<file path="config.mk">
export PLATFORM = sky130hd
export DESIGN_NAME = lut_slice
export DESIGN_NICKNAME = d
export VERILOG_FILES = /design/src/rtl/lut_slice_pkg.sv /design/src/rtl/lut_cell.sv /design/src/rtl/slice_ff.sv /design/src/rtl/carry_cell.sv /design/src/rtl/lut_slice.sv
export SDC_FILE = /design/constraint.sdc
export NUM_CORES = 1
export LEC_CHECK = 0
export BUFFER_PORTS_ARGS = -buffer_cell sky130_fd_sc_hd__buf_2
export CAP_MARGIN = 30
export CORE_AREA = 4 4 78 80
export CTS_BUF_LIST = sky130_fd_sc_hd__clkbuf_4
export DETAILED_ROUTE_END_ITERATION = 8
export DIE_AREA = 0 0 82 84
export HOLD_SLACK_MARGIN = 0.15
export PLACE_DENSITY = 0.75
export SYNTH_ARGS = -nofsm -noshare
export SYNTH_HDL_FRONTEND = slang
export SYNTH_HIERARCHICAL = 1
export SYNTH_SLANG_ARGS = --single-unit
</file>
<file path="constraint.sdc">
create_clock -name clk -period 1.7 [get_ports clk]
set_input_delay 0.085 -clock clk [delete_from_list [all_inputs] [get_ports clk]]
set_output_delay 0.085 -clock clk [all_outputs]
set_load 0.01 [all_outputs]
</file>
<file path="src/rtl/lut_slice_pkg.sv">
package lut_slice_pkg;

   typedef enum logic [1:0] {
      MODE_LOGIC = 2'd0,
      MODE_RAM   = 2'd1,
      MODE_SHIFT = 2'd2
   } cell_mode_e;

endpackage

</file>
<file path="src/rtl/lut_cell.sv">
module lut_cell
   import lut_slice_pkg::*;
#(
   parameter int K = 4
) (
   input  logic               clk,
   input  logic               rst,
   input  cell_mode_e         mode_i,
   input  logic               cfg_we_i,
   input  logic [(1<<K)-1:0]  cfg_data_i,
   input  logic [K-1:0]       sel_i,
   input  logic               wr_en_i,
   input  logic               din_i,
   output logic               f_o,
   output logic               cascade_o
);

   localparam int DEPTH = 1 << K;

   if (K < 2 || K > 6) begin : g_bad_k
      $error("lut_cell: K must lie in 2..6");
   end

   logic [DEPTH-1:0] tbl;
   logic             ram_wr;
   logic             shift_en;

   assign ram_wr   = (mode_i == MODE_RAM)   && wr_en_i;
   assign shift_en = (mode_i == MODE_SHIFT) && wr_en_i;

   always_ff @(posedge clk) begin
      if (cfg_we_i)
         tbl <= cfg_data_i;
      else if (ram_wr)
         tbl[sel_i] <= din_i;
      else if (shift_en)
         tbl <= {tbl[DEPTH-2:0], din_i};
   end

   assign f_o       = tbl[sel_i];
   assign cascade_o = tbl[DEPTH-1];


   cfg_load_chk: assert property (@(posedge clk) disable iff (rst)
      cfg_we_i |=> tbl == $past(cfg_data_i));


   logic_hold_chk: assert property (@(posedge clk) disable iff (rst)
      (mode_i == MODE_LOGIC && !cfg_we_i) |=> $stable(tbl));


   ram_wr_chk: assert property (@(posedge clk) disable iff (rst)
      (mode_i == MODE_RAM && wr_en_i && !cfg_we_i) |=> tbl[$past(sel_i)] == $past(din_i));


   shift_in_chk: assert property (@(posedge clk) disable iff (rst)
      (mode_i == MODE_SHIFT && wr_en_i && !cfg_we_i) |=> tbl[0] == $past(din_i));

endmodule

</file>
<file path="src/rtl/slice_ff.sv">
module slice_ff (
   input  logic clk,
   input  logic rst,
   input  logic ce,
   input  logic bypass_i,
   input  logic d_i,
   output logic q_o
);

   logic q_r;

   always_ff @(posedge clk) begin
      if (rst)
         q_r <= 1'b0;
      else if (ce)
         q_r <= d_i;
   end

   assign q_o = bypass_i ? d_i : q_r;


   ff_reset_chk: assert property (@(posedge clk)
      rst |=> q_r == 1'b0);


   ff_hold_chk: assert property (@(posedge clk) disable iff (rst)
      !ce |=> q_r == $past(q_r));

endmodule

</file>
<file path="src/rtl/carry_cell.sv">
module carry_cell (
   input  logic prop_i,
   input  logic gen_i,
   input  logic cin_i,
   output logic sum_o,
   output logic cout_o
);

   assign sum_o  = prop_i ^ cin_i;
   assign cout_o = prop_i ? cin_i : gen_i;

endmodule

</file>
<file path="src/rtl/lut_slice.sv">
module lut_slice
   import lut_slice_pkg::*;
#(
   parameter int NUM_CELLS = 2,
   parameter int K         = 4
) (
   input  logic                         clk,
   input  logic                         rst,
   input  logic                         ce,
   input  logic [2*NUM_CELLS-1:0]       mode_i,
   input  logic [NUM_CELLS-1:0]         cfg_we_i,
   input  logic [NUM_CELLS*(1<<K)-1:0]  cfg_data_i,
   input  logic [NUM_CELLS*K-1:0]       sel_i,
   input  logic [NUM_CELLS-1:0]         wr_en_i,
   input  logic [NUM_CELLS-1:0]         din_i,
   input  logic [NUM_CELLS-1:0]         bypass_i,
   input  logic                         cin_i,
   output logic [NUM_CELLS-1:0]         lut_o,
   output logic [NUM_CELLS-1:0]         q_o,
   output logic [NUM_CELLS-1:0]         cascade_o,
   output logic [NUM_CELLS-1:0]         sum_o,
   output logic                         carry_o
);

   localparam int DEPTH = 1 << K;

   if (NUM_CELLS < 1) begin : g_bad_n
      $error("lut_slice: NUM_CELLS must be at least 1");
   end

   logic [NUM_CELLS:0] chain;
   assign chain[0] = cin_i;

   for (genvar i = 0; i < NUM_CELLS; i++) begin : g_cell
      cell_mode_e mode_c;
      assign mode_c = cell_mode_e'(mode_i[2*i +: 2]);

      lut_cell #(.K(K)) u_lut (
         .clk        (clk),
         .rst        (rst),
         .mode_i     (mode_c),
         .cfg_we_i   (cfg_we_i[i]),
         .cfg_data_i (cfg_data_i[DEPTH*i +: DEPTH]),
         .sel_i      (sel_i[K*i +: K]),
         .wr_en_i    (wr_en_i[i]),
         .din_i      (din_i[i]),
         .f_o        (lut_o[i]),
         .cascade_o  (cascade_o[i])
      );

      slice_ff u_ff (
         .clk      (clk),
         .rst      (rst),
         .ce       (ce),
         .bypass_i (bypass_i[i]),
         .d_i      (lut_o[i]),
         .q_o      (q_o[i])
      );

      carry_cell u_carry (
         .prop_i (lut_o[i]),
         .gen_i  (sel_i[K*i]),
         .cin_i  (chain[i]),
         .sum_o  (sum_o[i]),
         .cout_o (chain[i+1])
      );


      mode_legal_chk: assert property (@(posedge clk) disable iff (rst)
         mode_i[2*i +: 2] != 2'b11);


      mode_stable_chk: assert property (@(posedge clk) disable iff (rst)
         ce |-> $stable(mode_i[2*i +: 2]));
   end

   assign carry_o = chain[NUM_CELLS];

endmodule

</file>
==> impl_metrics.json, run 1 <==
{
  "dp_hpwl_um": 5440,
  "rr_worst_depth": 6,
  "diodes": 0,
  "hold_viol": 0,
  "avgRoutedWirePerCell_um": 16.1,
  "hold_end": "g_cell[1].u_lut/tbl[1]",
  "clock_tree.buffer_depth": 2,
  "synthDistinctLibCells": 31,
  "crit_chain": "mux4_2, a22oi_2, nand2_2, mux2_4, mux2_4, buf_6",
  "max_freq_mhz": 429,
  "grt_first_pass_wirelength_um": 11900,
  "drive_gt1_frac": 0.352,
  "gp_congestion": 0.913,
  "wl_um": 7500,
  "insertion_delay_ns": 0.35,
  "startpoint_type": "register",
  "num_vias": 2588,
  "min_path_cells": 3,
  "outcome": "finished, violations left",
  "die_area_mm2": 0.00689,
  "synth_top_area_cell": "edfxtp_1",
  "grt_pass1_vias": 2510,
  "cts-root-buf": "clkbuf_4",
  "netlist_area_mm2": 0.00263,
  "end_kind": "primary output",
  "syn_inst": 275,
  "numPortBuffers": 64,
  "maxSlewViolCount": 0,
  "drv_cap": 0,
  "setup_viol": 8,
  "worst_slack_ns": -0.631,
  "tns_ns": -2.90,
  "r2r_end": "g_cell[1].u_ff/q_r",
  "drtAntennaViolNets": 0,
  "grt_overflow": 0,
  "drt_iter0_markers": 306,
  "rsz0062_at_grt": "true",
  "slowest_stage": "mux4_2",
  "fin_crit_ns": 2.33,
  "grtUsageTotal": 0.224,
  "finalCritPeriodShare": 1.37,
  "worst_ep_required_time_ns": 1.62,
  "synth_area_per_cell_um2": 9.57,
  "cts_tree": "built",
  "slowest_delay_ns": 0.50,
  "ys_warn_count": 6,
  "skew_ns": 0.0166,
  "power.density_mw_per_mm2": 644,
  "clk_pin_slew_ns": 0.12,
  "synth_seq_area_share": 0.380,
  "arrival_ns": 2.25,
  "async_flop_share": 0,
  "rows": 27,
  "start_util": 0.487,
  "h-tree-depth": 2,
  "antenna_found_initial": 0,
  "synth_area_leaders": "edfxtp_1 (37%), nand2_1 (8.0%), o221ai_1 (6.3%)",
  "p_leak_nw": 1.53,
  "path_max_fanout": 2,
  "synth_edf_count": 32,
  "whs_ns": 0.167,
  "netlist.area_leader.share": 0.365,
  "max_slew.worst_pin.slew_ns": 0.463,
  "die_w_um": 82,
  "crit_type": "reg -> out",
  "io_pins": 65,
  "synth_nets": 331,
  "synth_top_flop_cell": "edfxtp_1",
  "via_per_inst": 5.54,
  "coreArea_mm2": 0.00541,
  "min-delay-start": "cfg_we_i[1]",
  "drt-pass1-iter-count": 5,
  "failed_checks": "setup timing",
  "slew_headroom": 0.691,
  "p_total_mw": 2.32,
  "ir_worst_vdd_v": 0.000299,
  "utilization": 0.666,
  "cts_buffers": 5,
  "grt_max_degree": 21,
  "clock_sinks": 34,
  "holdCritPathClass": "in -> reg",
  "worstReg2RegStart": "g_cell[1].u_lut/tbl[1]",
  "dieHeight_um": 84,
  "synthToLayoutAreaGrowth_pct": 36.6,
  "fin_nets": 450,
  "ff2ff_setup_slack_ns": -0.05,
  "synth-seq-cells": 34,
  "drc_errors": 0,
  "crit_top_cell": "mux2_4"
}
[registers in the layout (all words and copies together) (netlist names)]
name / count
g_cell.u_lut/tbl: 32
g_cell.u_ff/q_r: 2
[worst max path at each step]
stage	slack (ns)	startpoint	cells past startpoint	end
after floorplan	-0.15	g_cell[0].u_lut/tbl[15]	5	carry_o
after global placement	-0.21	g_cell[0].u_lut/tbl[3]	6	carry_o
after detailed placement	-0.26	g_cell[0].u_lut/tbl[5]	6	carry_o
after CTS	-0.64	g_cell[0].u_lut/tbl[11]	6	carry_o
after global routing	-0.68	g_cell[0].u_lut/tbl[11]	6	carry_o
final	-0.63	g_cell[0].u_lut/tbl[11]	6	carry_o
[worst max-delay path: cells and delay by family (launching register included)]
| kind | cells | cell delay (ns) |
|---|---|---|
| buffers and inverters | 1 | 0.12 |
| AOI/OAI and AO/OA | 1 | 0.20 |
| and+or+nand+nor | 1 | 0.09 |
| muxes | 3 | 1.07 |
| DFF | 1 | 0.42 |
[Yosys cell counts, types with 3 or more instances]
cell type	number
nand2_1	56
edfxtp_1	32
inv_1	32
a21oi_1	31
o221ai_1	19
o221ai_2	11
nand3_1	10
nor2_1	10
buf_2	9
nor2b_1	6
clkbuf_1	5
a22oi_1	4
mux2_4	4
mux2i_1	4
mux4_1	4
mux4_2	4
xor2_1	4
buf_6	3
nand3_2	3
nand3_4	3
[cell usage in the layout (no fill, tap or decap), types with 3 or more instances in the layout]
cell type / instances
a21oi_1: 31
nand2_1: 55
nor2_1: 10
a22oi_2: 3
dlygate4sd3_1: 35
mux4_2: 6
edfxtp_1: 32
nor2b_1: 6
buf_4: 32
xor2_1: 4
buf_2: 62
nand3_2: 3
nand3_4: 3
mux2i_1: 4
o221ai_2: 11
nand3_1: 10
o221ai_1: 19
clkbuf_4: 6
inv_1: 32
mux2_4: 4
[logic make-up after synthesis]
family / share of synthesized area
simple gates: 0.194
compound gates: 0.212
buf+inv: 0.0884
flops: 0.380
mux: 0.112
xor+xnor: 0.0133
[per-layer routing]
metal  up-vias  wire, µm  global-route usage
met5         -         0                   0
met3        16       659              0.0432
met4         0       134              0.0665
met2       132      3580               0.359
met1      1192      3120               0.304
li1       1248         -                   -
[where the power goes]
part	internal (mW)	leakage (nW)	switching, mW
clock network	0.171	0.0331	0.297
registers	1.03	0.341	0.0453
logic	0.397	1.16	0.371
total	1.60	1.53	0.713
[final cells by class]
type	count	area (µm²)
Clock inverter	2	8.76
Sequential cell	34	1000
Multi-Input combinational cell	190	1410
Fill cell	431	1810
Timing Repair Buffer	131	923
Clock buffer	6	45.0
Inverter	32	120
Tap cell	72	90.1
[stage by stage]
step           area, µm²  std cells  setup slack [ns]
6_report            3600        467            -0.631
5_1_grt             3600        467            -0.682
4_1_cts             3590        467            -0.640
3_5_place_dp        3160        422            -0.258
3_3_place_gp        3150        421            -0.213
2_1_floorplan       2630        275            -0.147
[timing repair]
item	in CTS	in global routing
endpoints found under the hold margin	34	0
hold buffers	35	0
setup endpoints to repair	8	8
gates resized for setup	3	1
pin swaps	2	0
buffers inserted	2	0
Note: power is estimated with default switching activity, not from simulation.
==> inputs of run 2 (changes only) <==
Settings changed: CORE_AREA 4 4 78 80 to 3 3 77 79, DIE_AREA 0 0 82 84 to 0 0 80 82, PLACE_DENSITY 0.75 to 0.74, SYNTH_HIERARCHICAL 1 to unset.
==> impl_metrics.json, run 2 <==
{
  "start_util": 0.481,
  "wl_um": 7840,
  "async_flop_share": 0,
  "ff2ff_setup_slack_ns": 0.15,
  "power.density_mw_per_mm2": 658,
  "dp_cells": 448,
  "synth_area_leaders": "edfxtp_1 (37%), nand2_1 (12%), a21oi_1 (7.9%)",
  "synth_top_flop_cell": "edfxtp_1",
  "drive_gt1_frac": 0.275,
  "grtUsageTotal": 0.247,
  "numPortBuffers": 64,
  "cts_buffers": 5,
  "die_area_mm2": 0.00656,
  "max_freq_mhz": 452,
  "critPathCapture": "sum_o[1]",
  "synth_area_per_cell_um2": 8.29,
  "worstReg2RegStart": "g_cell[0].u_lut.tbl[15]",
  "cts-root-buf": "clkbuf_4",
  "rsz0062_at_grt": "true",
  "crit_family": "multiplexers",
  "cts_tree": "built",
  "ir_worst_vdd_v": 0.000378,
  "hold_viol": 0,
  "coreArea_mm2": 0.00541,
  "synthToLayoutAreaGrowth_pct": 34.5,
  "antenna_found_initial": 0,
  "synthDistinctLibCells": 33,
  "grt_overflow": 0,
  "netlist.area_leader.share": 0.369,
  "grt_first_pass_wirelength_um": 12400,
  "arrival_ns": 2.13,
  "fin_area_mm2": 0.00350,
  "crit_chain": "mux4_2, mux2i_4, mux2i_1, nor3b_2, xnor2_1, buf_2",
  "synth_nets": 370,
  "startpoint": "g_cell[0].u_lut.tbl[15]",
  "ys_warn_count": 0,
  "slowest_delay_ns": 0.52,
  "place_area_mm2": 0.00308,
  "clock_tree.buffer_depth": 2,
  "fin_crit_ns": 2.21,
  "holdCritPathClass": "in -> reg",
  "diodes": 0,
  "clock_sinks": 34,
  "die_w_um": 80,
  "layout_common_cells": "nand2_1 (79), buf_2 (62), a21oi_1 (41), dlygate4sd3_1 (34), edfxtp_1 (32)",
  "synth-seq-cells": 34,
  "fin_nets": 473,
  "drt-pass1-iter-count": 6,
  "gp_congestion": 0.945,
  "drc_errors": 0,
  "drtAntennaViolNets": 0,
  "crit_buf_inv": 1,
  "p_leak_nw": 1.43,
  "dp_hpwl_um": 5530,
  "worst_slack_ns": -0.513,
  "h-tree-depth": 2,
  "avgRoutedWirePerCell_um": 16.0,
  "reg_top3": "g_cell.u_lut.tbl x32, g_cell.u_ff.q_r x2",
  "startpoint_type": "register",
  "path_max_fanout": 2,
  "utilization": 0.648,
  "syn_inst": 314,
  "finalCritPeriodShare": 1.30,
  "synth_seq_area_share": 0.385,
  "instances_no_fill": 490,
  "slew_headroom": 0.555,
  "synth_most_common_cell": "nand2_1",
  "dp_worst_setup_slack_ns": -0.176,
  "via_per_inst": 5.71,
  "largest_reg_flops": 32,
  "path_depth": 6,
  "rows": 27,
  "insertion_delay_ns": 0.35,
  "outcome": "finished, violations left",
  "max_slew.worst_pin.slew_ns": 0.668,
  "clk_pin_slew_ns": 0.11,
  "whs_ns": 0.195,
  "synth_top_area_cell": "edfxtp_1",
  "ys_top_cells_by_count": "nand2_1 (80), a21oi_1 (41), edfxtp_1 (32), clkbuf_1 (21), o221ai_1 (19)",
  "dieHeight_um": 82,
  "largest_register": "g_cell.u_lut.tbl",
  "worst_ep_required_time_ns": 1.62,
  "drt_iter0_markers": 269,
  "r2r_end": "g_cell[0].u_ff.q_r",
  "maxSlewViolCount": 0,
  "final_common_cell": "nand2_1",
  "crit_type": "reg -> out",
  "synth_edf_count": 32,
  "io_pins": 65,
  "slowest_stage": "mux4_2",
  "rr_worst_depth": 4,
  "grt_pass1_vias": 2546,
  "netlist_area_mm2": 0.00260,
  "failed_checks": "setup timing",
  "drv_cap": 0,
  "grt_max_degree": 34,
  "skew_ns": 0.0133,
  "num_vias": 2800,
  "setup_viol": 7,
  "end_kind": "primary output"
}
[run 2: changes by cell type in the layout (fill, tap and decap cells not counted), moves of 4 or more]
cell / delta
a21oi_1: +10
a22oi_1: +6
inv_1: -26
mux2_4: -4
nand2_1: +24
nand3_1: +5
nor2_1: +6
nor3_1: +6
o21ai_0: +10
o221ai_2: -11
[run 2: cell type report]
type / instances / area (µm²)
Clock buffer: 6 / 45.0
Clock inverter: 2 / 8.76
Fill cell: 476 / 1900
Inverter: 6 / 22.5
Multi-Input combinational cell: 242 / 1430
Sequential cell: 34 / 1000
Tap cell: 72 / 90.1
Timing Repair Buffer: 128 / 902
[run 2: what timing repair did]
item | CTS | global route
endpoints found under the hold margin | 34 | 0
setup buffers | 1 | 0
pin swaps | 2 | 1
setup endpoints to repair | 7 | 7
gates resized for setup | 7 | 0
cloned | 0 | 0
hold buffers | 34 | 0
[run 2: power by group]
part,internal [mW],switching (mW)
Combinational,0.377,0.381
Clock,0.171,0.289
Sequential,1.04,0.0498
Total,1.58,0.720
[run 2: worst min-delay path by stage]
stage                  start                endpoint  depth (start not counted)
floorplan                rst      g_cell[1].u_ff.q_r                          1
detailed placement       rst      g_cell[1].u_ff.q_r                          2
CTS                 din_i[1]  g_cell[1].u_lut.tbl[0]                          3
finish              din_i[1]  g_cell[1].u_lut.tbl[0]                          3
global placement         rst      g_cell[1].u_ff.q_r                          2
global route        din_i[0]  g_cell[0].u_lut.tbl[0]                          3
[run 2: per-stage QoR]
stage | power [mW] | TNS (ns)
floorplan | 1.53 | 0
global placement | 1.75 | -0.209
detailed placement | 1.76 | -0.326
CTS | 2.31 | -2.68
global route | 2.43 | -3.19
finish | 2.30 | -2.40
[run 2: per-layer routing]
| metal | routed length (µm) | vias up | share of wire | GRT usage |
|---|---|---|---|---|
| li1 | - | 1353 | - | - |
| met3 | 792 | 11 | 0.10 | 0.0493 |
| met1 | 3180 | 1270 | 0.41 | 0.331 |
| met2 | 3770 | 166 | 0.48 | 0.408 |
| met5 | 0 | - | 0 | 0 |
| met4 | 96 | 0 | 0.012 | 0.0676 |
[run 2: worst min-delay path: cells and delay by family]
kind            cells  cell delay (ns)
compound gates      2             0.15
buf+inv             1             0.14
[run 2: cells by family after synthesis]
kind of cell / after synthesis / synth area share
AND/OR/NAND/NOR: 138 / 0.233
AO/OA/AOI/OAI: 85 / 0.206
buffers and inverters: 38 / 0.0702
flip-flops: 34 / 0.385
multiplexers: 15 / 0.0923
XOR/XNOR: 4 / 0.0135
==> inputs of run 3 (changes only) <==
Settings changed: SETUP_SLACK_MARGIN set to 0.05.
==> impl_metrics.json, run 3 (same netlist as run 2, synthesis figures left out) <==
{
  "outcome": "finished, violations left",
  "failed_checks": "setup timing",
  "end_kind": "primary output",
  "startpoint_type": "register",
  "die_w_um": 80,
  "synthToLayoutAreaGrowth_pct": 37.6,
  "grt_max_degree": 34,
  "cts-root-buf": "clkbuf_4",
  "max_slew.worst_pin.slew_ns": 0.676,
  "largest_register": "g_cell.u_lut.tbl",
  "coreArea_mm2": 0.00541,
  "crit_chain": "mux4_2, mux2i_4, mux2i_1, nor3b_2, xnor2_1, buf_2",
  "place_area_mm2": 0.00310,
  "dieHeight_um": 82,
  "gp_congestion": 0.853,
  "ir_worst_vdd_v": 0.000320,
  "slowest_delay_ns": 0.53,
  "io_pins": 65,
  "setup_viol": 7,
  "whs_ns": 0.183,
  "cts_buffers": 5,
  "max_freq_mhz": 448,
  "avgRoutedWirePerCell_um": 15.9,
  "grt_first_pass_wirelength_um": 12300,
  "instances_no_fill": 501,
  "drive_gt1_frac": 0.296,
  "utilization": 0.663,
  "antenna_found_initial": 0,
  "drt-pass1-iter-count": 5,
  "grtUsageTotal": 0.244,
  "largest_reg_flops": 32,
  "cts_tree": "built",
  "rsz0062_at_grt": "true",
  "ff2ff_setup_slack_ns": 0.15,
  "fin_nets": 484,
  "diodes": 0,
  "fin_area_mm2": 0.00358,
  "drv_cap": 0,
  "insertion_delay_ns": 0.35,
  "holdCritPathClass": "in -> reg",
  "path_max_fanout": 2,
  "worst_slack_ns": -0.533,
  "numPortBuffers": 64,
  "grt_pass1_vias": 2621,
  "maxSlewViolCount": 0,
  "wl_um": 7980,
  "rows": 27,
  "power.density_mw_per_mm2": 655,
  "slew_headroom": 0.549,
  "drt_iter0_markers": 243,
  "start_util": 0.481,
  "die_area_mm2": 0.00656,
  "crit_family": "multiplexers",
  "finalCritPeriodShare": 1.31,
  "grt_overflow": 0,
  "worst_ep_required_time_ns": 1.62,
  "dp_hpwl_um": 5500,
  "final_common_cell": "nand2_1",
  "p_total_mw": 2.35,
  "num_vias": 2865,
  "clk_pin_slew_ns": 0.12,
  "drtAntennaViolNets": 0,
  "clock_sinks": 34,
  "skew_ns": 0.00875,
  "clock_tree.buffer_depth": 2,
  "h-tree-depth": 2,
  "arrival_ns": 2.15,
  "fin_crit_ns": 2.23,
  "via_per_inst": 5.72,
  "slowest_stage": "mux4_2",
  "dp_cells": 451,
  "p_leak_nw": 1.49,
  "reg_top3": "g_cell.u_lut.tbl x32, g_cell.u_ff.q_r x2",
  "dp_worst_setup_slack_ns": -0.141,
  "crit_buf_inv": 1,
  "crit_type": "reg -> out",
  "layout_common_cells": "nand2_1 (79), buf_2 (63), a21oi_1 (41), buf_4 (41), dlygate4sd3_1 (34)",
  "tns_ns": -2.61,
  "hold_viol": 0,
  "drc_errors": 0
}
[run 3: final cells by class]
| cell class | instances | area, µm² |
|---|---|---|
| Fill cell | 455 | 1820 |
| Multi-Input combinational cell | 242 | 1440 |
| Sequential cell | 34 | 1000 |
| Timing Repair Buffer | 139 | 975 |
| Tap cell | 72 | 90.1 |
| Clock buffer | 6 | 45.0 |
| Inverter | 6 | 22.5 |
| Clock inverter | 2 | 8.76 |
[run 3: worst register-to-register path, stage by stage, from the launching register on]
cell and delay, ns:
edfxtp_1 0.41, mux4_2 0.53, mux2i_4 0.19, mux2_2 0.23, a211oi_1 0.08
[run 3: metal layers]
layer | vias to the layer above | global-route usage | share of wire
li1 | 1369 | - | -
met3 | 18 | 0.0471 | 0.088
met5 | - | 0 | 0
met4 | 0 | 0.0726 | 0.024
met2 | 171 | 0.400 | 0.47
met1 | 1307 | 0.328 | 0.42
[run 3: worst paths after layout]
check,cells past startpoint,startpoint,to
min reg2reg,2,g_cell[0].u_ff.q_r,g_cell[0].u_ff.q_r
max,6,g_cell[0].u_lut.tbl[13],sum_o[1]
max reg2reg,4,g_cell[0].u_lut.tbl[13],g_cell[0].u_ff.q_r
min,3,din_i[1],g_cell[1].u_lut.tbl[0]
[run 3: report_power, final]
group | internal (mW) | switching, mW
combinational | 0.400 | 0.390
sequential | 1.03 | 0.0450
clock | 0.172 | 0.305
[run 3: what timing repair did]
item,4_1_cts,5_1_grt
setup endpoints to repair,7,8
hold endpoints to repair,34,0
buffers inserted,5,3
hold buffers,34,0
pin swaps,2,4
resized for setup,5,1
